### config.mk
export PLATFORM = sky130hd
export DESIGN_NAME = cfg_supervisor
export DESIGN_NICKNAME = d
export VERILOG_FILES = /design/src/rtl/cfg_sup_pkg.sv /design/src/rtl/cfg_sup_sync.sv /design/src/rtl/cfg_sup_debounce.sv /design/src/rtl/cfg_sup_blink.sv /design/src/rtl/cfg_sup_stretch.sv /design/src/rtl/cfg_supervisor.sv
export SDC_FILE = /design/constraint.sdc
export NUM_CORES = 1
export LEC_CHECK = 0
export ABC_AREA = 1
export BUFFER_PORTS_ARGS = -buffer_cell sky130_fd_sc_hd__buf_4
export CAP_MARGIN = 40
export CORE_MARGIN = 5
export CORE_UTILIZATION = 56
export CTS_CLUSTER_SIZE = 25
export DETAILED_ROUTE_END_ITERATION = 12
export PLACE_DENSITY_LB_ADDON = 0.2
export SLEW_MARGIN = 20
export SYNTH_ARGS = -nofsm -noshare
export SYNTH_HDL_FRONTEND = slang
export SYNTH_SLANG_ARGS = --single-unit
### constraint.sdc
create_clock -name clk_i -period 2.35 [get_ports clk_i]
set_input_delay 0.235 -clock clk_i [delete_from_list [all_inputs] [get_ports clk_i]]
set_output_delay 0.235 -clock clk_i [all_outputs]
set_load 0.02 [all_outputs]
### src/rtl/cfg_sup_pkg.sv
package cfg_sup_pkg;
  typedef enum logic [2:0] {
    ST_SAMPLE, ST_PCHK, ST_PFAULT, ST_WDONE, ST_DFAULT, ST_RUN, ST_UPD, ST_BOOT
  } sup_state_e;

  typedef enum logic [1:0] {
    MODE_START  = 2'd0,
    MODE_RUN    = 2'd1,
    MODE_UPDATE = 2'd2,
    MODE_BOOT   = 2'd3
  } sup_mode_e;

  function automatic int unsigned max2(input int unsigned a, input int unsigned b);
    return (a > b) ? a : b;
  endfunction
endpackage

### src/rtl/cfg_sup_sync.sv
module cfg_sup_sync #(
  parameter int W = 1
) (
  input  logic         clk_i,
  input  logic         rst_ni,
  input  logic [W-1:0] d_i,
  output logic [W-1:0] q_o
);
  for (genvar i = 0; i < W; i++) begin : g_bit
    logic s1_q, s2_q;
    always_ff @(posedge clk_i or negedge rst_ni) begin
      if (!rst_ni) begin
        s1_q <= 1'b0;
        s2_q <= 1'b0;
      end else begin
        s1_q <= d_i[i];
        s2_q <= s1_q;
      end
    end
    assign q_o[i] = s2_q;
  end
endmodule

### src/rtl/cfg_sup_debounce.sv
module cfg_sup_debounce #(
  parameter int unsigned CYC = 8
) (
  input  logic clk_i,
  input  logic rst_ni,
  input  logic d_i,
  output logic q_o
);
  localparam int CW = $clog2(CYC + 1);
  logic [CW-1:0] cnt_q;

  always_ff @(posedge clk_i or negedge rst_ni) begin
    if (!rst_ni) begin
      cnt_q <= '0;
      q_o   <= 1'b0;
    end else if (d_i == q_o) begin
      cnt_q <= '0;
    end else if (cnt_q == CW'(CYC - 1)) begin
      cnt_q <= '0;
      q_o   <= d_i;
    end else begin
      cnt_q <= cnt_q + 1'b1;
    end
  end
endmodule

### src/rtl/cfg_sup_blink.sv
module cfg_sup_blink #(
  parameter int unsigned HALF = 4
) (
  input  logic clk_i,
  input  logic rst_ni,
  input  logic clr_i,
  output logic ph_o
);
  localparam int CW = $clog2(HALF + 1);
  logic [CW-1:0] cnt_q;

  always_ff @(posedge clk_i or negedge rst_ni) begin
    if (!rst_ni) begin
      cnt_q <= '0;
      ph_o  <= 1'b1;
    end else if (clr_i) begin
      cnt_q <= '0;
      ph_o  <= 1'b1;
    end else if (cnt_q == CW'(HALF - 1)) begin
      cnt_q <= '0;
      ph_o  <= ~ph_o;
    end else begin
      cnt_q <= cnt_q + 1'b1;
    end
  end
endmodule

### src/rtl/cfg_sup_stretch.sv
module cfg_sup_stretch #(
  parameter int unsigned LEN = 10
) (
  input  logic clk_i,
  input  logic rst_ni,
  input  logic act_i,
  output logic led_o
);
  localparam int CW = $clog2(LEN + 1);
  logic [CW-1:0] cnt_q;

  always_ff @(posedge clk_i or negedge rst_ni) begin
    if (!rst_ni)            cnt_q <= '0;
    else if (act_i)         cnt_q <= CW'(LEN);
    else if (cnt_q != '0)   cnt_q <= cnt_q - 1'b1;
  end

  assign led_o = (cnt_q != '0);
endmodule

### src/rtl/cfg_supervisor.sv
module cfg_supervisor
  import cfg_sup_pkg::*;
#(
  parameter int unsigned CLK_HZ      = 48_000_000,
  parameter int unsigned DEB_CYC     = CLK_HZ / 100,
  parameter int unsigned SAMPLE_CYC  = DEB_CYC + 4,
  parameter int unsigned PCHK_CYC    = CLK_HZ / 1000,
  parameter int unsigned DONE_TO_CYC = 3 * CLK_HZ,
  parameter int unsigned FAULT_CYC   = 2 * CLK_HZ,
  parameter int unsigned SLOW_HALF   = CLK_HZ / 2,
  parameter int unsigned FAST_HALF   = CLK_HZ / 16,
  parameter int unsigned STRETCH_CYC = CLK_HZ / 50
) (
  input  logic       clk_i,
  input  logic       rst_ni,
  input  logic       upd_btn_i,
  input  logic       prog_b_i,
  input  logic       done_i,
  input  logic       rx_act_i,
  input  logic       tx_act_i,
  input  logic       upd_reset_i,
  input  logic       upd_exit_i,
  output logic       prog_b_low_o,
  output logic       bridge_en_o,
  output logic       led_o,
  output logic [1:0] mode_o
);
  localparam int unsigned TMAX = max2(max2(SAMPLE_CYC, PCHK_CYC), max2(DONE_TO_CYC, FAULT_CYC));
  localparam int TW = $clog2(TMAX + 1);

  logic [2:0] sync_q;
  logic       btn_q, prog_s, done_s;
  logic       slow_ph, fast_ph, act_led;
  logic       restart_q, chg;
  logic [TW-1:0] tmr_q;
  sup_state_e state_q, nxt;

  cfg_sup_sync #(.W(3)) u_sync (
    .clk_i, .rst_ni,
    .d_i ({upd_btn_i, prog_b_i, done_i}),
    .q_o (sync_q)
  );
  assign prog_s = sync_q[1];
  assign done_s = sync_q[0];

  cfg_sup_debounce #(.CYC(DEB_CYC)) u_deb (
    .clk_i, .rst_ni, .d_i(sync_q[2]), .q_o(btn_q)
  );

  cfg_sup_blink #(.HALF(SLOW_HALF)) u_slow (
    .clk_i, .rst_ni, .clr_i(chg), .ph_o(slow_ph)
  );
  cfg_sup_blink #(.HALF(FAST_HALF)) u_fast (
    .clk_i, .rst_ni, .clr_i(chg), .ph_o(fast_ph)
  );

  cfg_sup_stretch #(.LEN(STRETCH_CYC)) u_str (
    .clk_i, .rst_ni, .act_i(rx_act_i | tx_act_i), .led_o(act_led)
  );

  always_comb begin
    nxt = state_q;
    unique case (state_q)
      ST_SAMPLE: if (tmr_q == TW'(SAMPLE_CYC - 1))
                   nxt = (btn_q && !restart_q) ? ST_UPD : ST_PCHK;
      ST_PCHK:   if (prog_s) nxt = ST_WDONE;
                 else if (tmr_q == TW'(PCHK_CYC - 1)) nxt = ST_PFAULT;
      ST_WDONE:  if (done_s) nxt = ST_RUN;
                 else if (tmr_q == TW'(DONE_TO_CYC - 1)) nxt = ST_DFAULT;
      ST_DFAULT: if (tmr_q == TW'(FAULT_CYC - 1)) nxt = ST_UPD;
      ST_UPD:    if (upd_reset_i) nxt = ST_SAMPLE;
                 else if (upd_exit_i) nxt = ST_BOOT;
      ST_PFAULT, ST_RUN, ST_BOOT: nxt = state_q;
      default:   nxt = ST_SAMPLE;
    endcase
  end

  assign chg = (nxt != state_q);

  always_ff @(posedge clk_i or negedge rst_ni) begin
    if (!rst_ni) begin
      state_q   <= ST_SAMPLE;
      tmr_q     <= '0;
      restart_q <= 1'b0;
    end else begin
      state_q <= nxt;
      if (chg)                    tmr_q <= '0;
      else if (tmr_q != TW'(TMAX)) tmr_q <= tmr_q + 1'b1;
      if (state_q == ST_UPD && upd_reset_i)        restart_q <= 1'b1;
      else if (state_q == ST_SAMPLE && chg)        restart_q <= 1'b0;
    end
  end

  always_comb begin
    led_o  = 1'b0;
    mode_o = MODE_START;
    unique case (state_q)
      ST_PFAULT: led_o = slow_ph;
      ST_WDONE:  led_o = slow_ph & fast_ph;
      ST_DFAULT: led_o = fast_ph;
      ST_RUN:    begin led_o = act_led; mode_o = MODE_RUN;    end
      ST_UPD:    begin led_o = 1'b1;    mode_o = MODE_UPDATE; end
      ST_BOOT:   begin led_o = 1'b1;    mode_o = MODE_BOOT;   end
      default:   led_o = 1'b0;
    endcase
  end

  assign prog_b_low_o = (state_q == ST_SAMPLE);
  assign bridge_en_o  = (state_q == ST_RUN);
endmodule

-- Word level (Yosys, flattened, before mapping)
Index checks and enable logic that the tools add are counted.
- output and inout bits: 5
- word-level logic and storage cells: 85
- memories: 0
- input bits: 9
- memory bits (read-only): 0
- register bits: 127
- bits in writable memories: 0
- bits in latches: 0
- magnitude comparators: 0
- $mul: 0
- divide/modulo/power cells: 0
- add/subtract/negate cells: 5
- reduce and logical (&&, ||, !) cells: 14
- equal/unequal tests: 17
- bitwise operators: 5
- shift-type cells: 0
- muxes and demuxes: 28
- operator list (kind ; count):
    $mux W28 ; 2
    $mux W25 ; 2
    $mux W22 ; 2
    $mux W20 ; 2
    $mux W19 ; 2
    $add A28 B1 Y28 const B ; 1
    $eq A28 B16 Y1 const B ; 1
    $eq A28 B19 Y1 const B ; 1
    $eq A28 B27 Y1 const B ; 1
    $eq A28 B28 Y1 const B ; 1
    $ne A28 B28 Y1 const B ; 1
    $mux W3 ; 9
    $add A25 B1 Y25 const B ; 1
    $eq A25 B25 Y1 const B ; 1
    $add A22 B1 Y22 const B ; 1
    $eq A22 B22 Y1 const B ; 1
    $reduce_bool A20 Y1 ; 1
    $sub A20 B1 Y20 const B ; 1
    $add A19 B1 Y19 const B ; 1
    $eq A19 B19 Y1 const B ; 1
    $pmux W3 S6 ; 1
    $eq A3 B3 Y1 const B ; 4
    $reduce_bool A2 Y1 ; 5
    $eq A3 B2 Y1 const B ; 2
    other kinds (15) ; 24

-- Depth between registers and ports, before layout
Gate-level depths: netlist of run 1.
- depth in word-level cells: 9
- depth in mapped cells: 17
- mapped depth without buffers: 16

-- By module
From an unflattened synthesis of run 1, not the netlist that was laid out.
- cell total of the unflattened synthesis: 1079
- area total of the unflattened synthesis: 7996.4 um^2
- modules (own cells, without submodules) (module ; instances ; cells an instance ; seq. area each (um^2) ; area an instance (um^2)):
    cfg_supervisor ; 1 ; 334 ; 800.8 ; 2351.0
    cfg_sup_blink (u_slow) ; 1 ; 212 ; 651.9 ; 1508.9
    cfg_sup_blink (u_fast) ; 1 ; 192 ; 576.8 ; 1431.4
    cfg_sup_stretch ; 1 ; 194 ; 500.5 ; 1363.8
    cfg_sup_debounce ; 1 ; 138 ; 500.5 ; 1168.6
    cfg_sup_sync ; 1 ; 9 ; 150.1 ; 172.7

-- Least setup slack after synthesis of run 1
OpenSTA, ideal clock, no wires.
- path kind: reg-to-reg
- start: register state_q[2]
- end: register u_fast.cnt_q[12]
- setup time: 0.122 ns
- period minus slack after synthesis: 1.974 ns
- slack: 0.376 ns
- cell stages (with the launch flop): 13
- path buffers: 3
- arrival time: 1.851 ns
- required time: 2.228 ns
- path through: dfrtp_1 buf_2 nor3_2 a21oi_1 and2_1 nand3_1 nand2_1 nand2_1 nand2_2 nand3_4 buf_6 buf_6 nor2_2
- elaborated cells on any way between the ends: 20
- those cells by class: eq/ne: 8; mux: 10; reduce/logical: 2
- RTL lines (item ; RTL line ; text):
    start, declared ; cfg_supervisor.sv:36 ; sup_state_e state_q, nxt;
    start signal, assigned ; cfg_supervisor.sv:86 ; state_q <= nxt;
    $logic_not A3 Y1 ; n/a ;
    via prog_b_low_o ; cfg_supervisor.sv:23 ; output logic prog_b_low_o,
    $pmux W3 S6 ; cfg_supervisor.sv:63 ; unique case (state_q)
    $ne A3 B3 Y1 ; cfg_supervisor.sv:78 ; assign chg = (nxt != state_q);
    $mux W22 ; cfg_sup_blink.sv:16 ; end else if (clr_i) begin
    end signal, assigned ; cfg_sup_blink.sv:23 ; cnt_q <= cnt_q + 1'b1;
    end, declared ; cfg_sup_blink.sv:10 ; logic [CW-1:0] cnt_q;
The timed path passes the listed nets, and every way through them passes these cells.
A chain may end at the register's enable or synchronous reset.

-- Final worst setup path of run 1
- start: register tmr_q[1]
- end: register u_slow.ph_o
- longest elaborated chain between the ends: 6
- elaborated cells on any way between the ends: 14
- those cells by class: eq/ne: 5; mux: 8; reduce/logical: 1
- ends and longest elaborated chain (item ; RTL line ; text):
    start, declared ; cfg_supervisor.sv:35 ; logic [TW-1:0] tmr_q;
    start signal, assigned ; cfg_supervisor.sv:88 ; else if (tmr_q != TW'(TMAX)) tmr_q <= tmr_q + 1'b1;
    $eq A28 B28 Y1 / $eq A28 B16 Y1 (equally long branches) ; cfg_supervisor.sv:69, cfg_supervisor.sv:67 ;
    $mux W3 (on tied branches) ; cfg_supervisor.sv:69, cfg_supervisor.sv:67 ;
    $mux W3 (on tied branches) ; cfg_supervisor.sv:68, cfg_supervisor.sv:66 ;
    $pmux W3 S6 * ; cfg_supervisor.sv:63 ;
    $ne A3 B3 Y1 * ; cfg_supervisor.sv:78 ;
    $mux W1 / $reduce_bool A2 Y1 (equally long branches) ; n/a ;
    end signal, assigned ; cfg_sup_blink.sv:21 ; ph_o <= ~ph_o;
    end, declared ; cfg_sup_blink.sv:7 ; output logic ph_o
Every way passes the cells marked *; elsewhere a longest branch is shown, timed or not.

==> impl_metrics.ini, run 1 <==
[pwr]
p_switching_mw = 1.14
sw_frac_of_total_pct = 21.5
leakagePower_nw = 3.96
power.density_nw_per_um2 = 606
pwr-share-seq_pct = 42.3
p_comb_share_pct = 5.1
ir_drop_mv = 0.489
intPower_mw = 4.14
clkPwrFrac_pct = 52.6

[logic_synthesis]
synthMuxAreaShare_pct = 0
ys_ff_latch = 127
ys.flop_type = dfrtp_1
ys_warn_count = 0
synth_nets = 935
netlist_instances = 920
async_flop_share_pct = 100
yosys-top-cells-area = dfrtp_1 (44%), nand2_1 (8.1%), nor2_1 (7.6%), inv_1 (7.0%), xor2_1 (5.3%)
ys_types = 41
synth_simple_gate_area_share_pct = 34.5
syn_area_per_cell_um2 = 7.70
synthAdderAreaFrac_pct = 1.06
synth_top_family_by_area = simple AND/OR/NAND/NOR gates
synth_top_area_share_pct = 44.2
synth_edf_count = 0
synth-xor-area-share_pct = 6.80
yosys.area.top_type = dfrtp_1
ys_seq_area_share_pct = 44.9
synth_compound_area_share_pct = 4.38
synth_area_um2 = 7080

[job]
drv_cap = 0

[critical_path]
r2r_start = tmr_q[1]
cp_slowest_stage_delay_ns = 0.39
worst-path-max-fanout = 5
critPathKind = register to register
path_cells = ha_2 > nand2_2 > nor2_4 > nand2_4 > nor2_4 > nand3_1 > nand2_1 > nand3_2 > nand2_2 > nand2_2 > nand2_4 > nand3_4 > buf_12 > or2_1
rrSetupSlack_ns = 0.03
timing.rr.end = u_slow.ph_o
crit_required_ns = 2.70
path_common_cell = nand2_2
crit_slowest_cell = dfrtp_1
cp-end-kind = register
r2r_cells = 14
crit_arrival_ns = 2.67
crit_buf_inv = 1
cp-start-kind = register
cp_top_family = simple AND/OR/NAND/NOR gates

[die]
fp.dieW_um = 122
ios = 14
core_area_um2 = 12500
row_count = 41
initial_core_util_pct = 56.6
die_h_um = 122
die_area_um2 = 15000

[timing]
slew-limit-headroom_pct = 67.1
max_freq_mhz = 430
finalSetupViolCount = 0
rsz0062_at_grt = yes
period_share_pct = 98.9
layout_min_cycle_time_ns = 2.32
worst_pin_slew_ns = 0.494
slew_viol_final = 0
finalHoldViolations = 0
worst_hold_slack_ns = 0.251
clock-skew-final_ns = 0.00421

[drt]
viasPerCell = 5.46
via_count = 6417
firstDrtPassIters = 5
ant_nets = 0
drc = 0
drtIter0Drc = 538
drt_wl_total_um = 17300
routedWlPerCell_um = 14.7

[global_routing]
grt_pass1_vias = 6017
antenna_found_initial = 0
grt_max_degree = 53
grt-busiest-layer = met2
grtUsageMet2_pct = 36.6
gr-total-overflow = 0
track_usage_pct = 22.4
grtUsageMet1_pct = 29.2
grt_pass1_wl_um = 26900
use_met3_pct = 5.44

[final_layout]
post-route-util_pct = 69.5
diodes = 0
fillers = 1036
drive_gt1_share_pct = 17.6
area_growth_pct = 22.9
nets = 1006

[cts]
htreeDepth = 4
clock_path_buffers = 2
cts_made_buffers = 17
cts_tree = yes
cts_sinks = 127
worstSkewPairLatency_ns = 0.42
cts-root-buf = clkbuf_16
path_clk_slew_ns = 0.06

[place]
port-buffer-count = 13
place.gp.congestion = 0.892
detailed_place_hpwl_um = 10600

[min_path]
hold_path.class = input pin to register
hold_end = u_str.cnt_q[8]
min_path_cells = 5
worstHoldStart = rx_act_i

[status]
status = complete, no violations
layout make-up:
cell class / count / area (um2) / share of cell area (%)
clock buffer: 21 / 460 / 5.29
clock inverter: 11 / 163 / 1.87
inverter: 136 / 510 / 5.87
multi-input combinational: 646 / 3520 / 40.4
sequential: 127 / 3180 / 36.6
tap: 172 / 215 / 2.47
timing repair buffer: 63 / 653 / 7.50
tightest hold or removal path, delay by kind of cell:
family          cells  cell delay [ns]
buf+inv             2             0.25
compound gates      1             0.04
simple gates        2             0.11
per-stage QoR:
stage	cells	power, mW	instance area, um2	setup TNS (ns)	setup WS [ns]
floorplan	920	2.36	7080	0	0.376
global placement	1110	2.45	7490	0	0.0818
finish	1176	5.27	8700	0	0.0253
CTS	1160	5.28	8310	-0.0113	-0.0113
detailed placement	1110	2.45	7490	0	0.0300
global route	1176	5.43	8700	-1.79	-0.0846
logic make-up after synthesis:
logic type	count (synthesis)
XOR/XNOR	55
adder cells (fa/ha/maj)	6
AO/OA/AOI/OAI	56
AND/OR/NAND/NOR	527
flip-flops	127
buffers and inverters	149
power groups by stage:
stage	clock network, mW	logic (mW)	registers, mW
detailed placement	0	0.183	2.27
CTS	2.80	0.250	2.23
global route	2.89	0.306	2.23
floorplan	0	0.0946	2.26
global placement	0	0.181	2.27
finish	2.77	0.269	2.23
sequential cells by signal (all words and copies together) (netlist names):
signal / cells
tmr_q: 28
u_slow.cnt_q: 25
u_fast.cnt_q: 22
u_str.cnt_q: 20
u_deb.cnt_q: 19
state_q: 3
u_sync.g_bit.s1_q: 3
u_sync.g_bit.s2_q: 3
restart_q: 1
u_deb.q_o: 1
u_fast.ph_o: 1
u_slow.ph_o: 1
routing by layer:
layer / part of all wire [%] / up-vias / wire (um)
met5: 0 / - / 0
met4: 3.3 / 0 / 573
met3: 5.4 / 53 / 928
met2: 48 / 205 / 8330
met1: 43 / 3039 / 7470
li1: - / 3120 / -
synth_stat cells, types with 2 or more instances:
cell type	n
a21oi_1	24
a31oi_1	2
buf_2	7
buf_6	3
clkbuf_1	3
dfrtp_1	125
dfstp_2	2
ha_1	6
inv_1	133
inv_2	2
nand2_1	153
nand2_2	2
nand3_1	57
nand3b_1	2
nand4_1	32
nor2_1	143
nor2_2	25
nor3_1	73
nor3_2	6
nor3b_1	2
nor4_1	17
o21ai_0	20
or2_1	2
or2_2	9
xnor2_1	12
xor2_1	43
how the worst max path moves through the flow:
stage                    startpoint          endpoint  slack [ns]  cells after the start
finish                     tmr_q[1]       u_slow.ph_o        0.03                     14
global route        u_slow.cnt_q[0]  u_slow.cnt_q[18]       -0.08                     11
CTS                  u_str.cnt_q[1]             led_o       -0.01                     10
detailed placement   u_str.cnt_q[0]             led_o        0.03                     10
global placement     u_str.cnt_q[0]             led_o        0.08                     10
floorplan                state_q[2]  u_fast.cnt_q[12]        0.38                     12
what timing repair did:
action                                  CTS  global route
endpoints found under the setup margin    1            57
hold endpoints to repair                 52             0
resized for setup                        15            39
buffers inserted                         14             5
hold buffers                              4             0
gates cloned                              0            11
pin swaps                                 6            14
cell usage in the layout, fill, tap and decap left out, types with 18 or more instances in the layout:
| cell type | synthesis | final |
|---|---|---|
| nor2_2 | 25 | 26 |
| a21oi_1 | 24 | 24 |
| xor2_1 | 43 | 43 |
| nand4_1 | 32 | 32 |
| inv_1 | 133 | 131 |
| nand3_1 | 57 | 54 |
| clkbuf_16 | 0 | 23 |
| buf_4 | 0 | 45 |
| nor3_1 | 73 | 66 |
| dfrtp_1 | 125 | 123 |
| nand2_1 | 153 | 141 |
| nor2_1 | 143 | 138 |
| o21ai_0 | 20 | 18 |
No activity file was read; power rests on OpenSTA's default activity.
==> inputs of run 2 (changes only) <==
Settings changed: RECOVER_POWER from default to 25, SLEW_MARGIN 20 to 0.
==> run 2 against run 1 <==
  * First-iteration DRC count did not move
  * Die area stayed put
  * Clock skew hardly changed
  * Sequential power hardly changed
  * Critical endpoint unchanged
  * Highest routed layer unchanged
==> impl_metrics.ini, run 2 (synthesis gave the netlist of run 1 again) <==
[final_layout]
multi_input_area_um2 = 3520
layout_common_cells = nand2_1 (141), nor2_1 (138), inv_1 (131)
diodes = 0
seqCellArea_um2 = 3180
largestRegisters = tmr_q (28), u_slow.cnt_q (25), u_fast.cnt_q (22)
area_growth_pct = 22.8
largest_reg_flops = 28
mostFrequentLayoutCell = nand2_1
nets = 1006
fillers = 1038
top_register = tmr_q
drive_gt1_share_pct = 17.6
layout.cells.non_filler = 1176

[place]
port-buffer-count = 13
dp_cells = 1110
place.gp.congestion = 0.892
post-place-ws_ns = 0.0300
detailed_place_hpwl_um = 10600

[pwr]
power.density_nw_per_um2 = 606
p_comb_share_pct = 5.1
p_total_mw = 5.27
intPower_mw = 4.14
sw_frac_of_total_pct = 21.5
clkPwrFrac_pct = 52.6
ir_drop_mv = 0.490
pwr-share-seq_pct = 42.3
leakagePower_nw = 3.95
p_switching_mw = 1.14

[critical_path]
timing.rr.end = u_slow.ph_o
crit_arrival_ns = 2.68
cp_slowest_stage_delay_ns = 0.39
crit_buf_inv = 1
r2r_cells = 14
worst-path-max-fanout = 5
path_cells = ha_2 > nand2_2 > nor2_4 > nand2_4 > nor2_4 > nand3_1 > nand2_1 > nand3_2 > nand2_2 > nand2_2 > nand2_4 > nand3_4 > buf_12 > or2_1
cp-end-kind = register
cp_top_family = simple AND/OR/NAND/NOR gates
cp.depth = 14
crit_required_ns = 2.70
crit_slowest_cell = dfrtp_1
path_common_cell = nand2_2
r2r_start = tmr_q[1]
cp-start-kind = register
critPathKind = register to register
rrSetupSlack_ns = 0.02

[drt]
via_count = 6425
ant_nets = 0
viasPerCell = 5.46
drtIter0Drc = 538
firstDrtPassIters = 5
routedWlPerCell_um = 14.7
drc = 0
drt_wl_total_um = 17300

[timing]
setup_ws_ns = 0.0222
finalSetupViolCount = 0
setup_tns_ns = 0
worst_pin_slew_ns = 1.33
clock-skew-final_ns = 0.00457
slew-limit-headroom_pct = 11.1
finalHoldViolations = 0
rsz0062_at_grt = yes
period_share_pct = 99.1
slew_viol_final = 0
max_freq_mhz = 430
layout_min_cycle_time_ns = 2.33

[global_routing]
antenna_found_initial = 0
grt_pass1_wl_um = 26900
grt_max_degree = 53
grt_pass1_vias = 6017
gr-total-overflow = 0
track_usage_pct = 22.4

[cts]
worstSkewPairLatency_ns = 0.42
cts-root-buf = clkbuf_16
cts_made_buffers = 17
cts_tree = yes
htreeDepth = 4
path_clk_slew_ns = 0.06
clock_path_buffers = 2
cts_sinks = 127

[die]
core_area_um2 = 12500
fp.dieW_um = 122
die_h_um = 122
row_count = 41
die_area_um2 = 15000
ios = 14
initial_core_util_pct = 56.6

[min_path]
hold_path.class = input pin to register
hold_end = u_str.cnt_q[8]
worstHoldStart = rx_act_i
min_path_cells = 5

[job]
drv_cap = 0

[status]
status = complete, no violations
## run 2: how the worst max path moves through the flow
stage,from,to,slack [ns]
finish,tmr_q[1],u_slow.ph_o,0.02
global route,u_slow.cnt_q[0],u_slow.cnt_q[18],-0.08
CTS,u_str.cnt_q[1],led_o,-0.01
detailed placement,u_str.cnt_q[0],led_o,0.03
global placement,u_str.cnt_q[0],led_o,0.08
floorplan,state_q[2],u_fast.cnt_q[12],0.38
## run 2: stage by stage
step,hold WS (ns),instance area [um2],util [%]
2_1_floorplan,-0.0606,7080,-
3_3_place_gp,0.220,7490,59.8
3_5_place_dp,0.223,7490,59.8
4_1_cts,0.230,8310,66.4
5_1_grt,0.271,8690,69.5
6_report,0.250,8690,69.5
## run 2: power groups by stage
stage,clock network (mW),logic (mW),registers [mW]
2_1_floorplan,0,0.0946,2.26
3_3_place_gp,0,0.181,2.27
3_5_place_dp,0,0.183,2.27
4_1_cts,2.80,0.250,2.23
5_1_grt,2.89,0.304,2.23
6_report,2.77,0.267,2.23
## run 2: area by class of cell
type	instances	area share [%]
Tap cell	172	2.48
Clock buffer	21	5.30
Clock inverter	11	1.87
Inverter	136	5.87
Timing Repair Buffer	63	7.41
Multi-Input combinational cell	646	40.5
Sequential cell	127	36.6
## run 2: per-layer routing
layer | GRT usage (%) | part of all wire [%]
met1 | 29.2 | 43
met2 | 36.6 | 48
met3 | 5.44 | 5.7
met4 | 7.56 | 3.7
met5 | 0 | 0
## run 2: timing repair
| action | 4_1_cts | 5_1_grt |
|---|---|---|
| endpoints found under the hold margin | 52 | 0 |
| endpoints found under the setup margin | 1 | 57 |
| hold buffers | 4 | 0 |
| resized for setup | 15 | 39 |
| buffers inserted | 14 | 5 |
| pin swaps | 6 | 14 |
| gates cloned | 0 | 11 |
## run 2: worst min-delay path: stages
cell     delay (ns)
buf_4          0.08
nor2_1         0.03
buf_4          0.17
nand2_1        0.08
a21oi_1        0.04
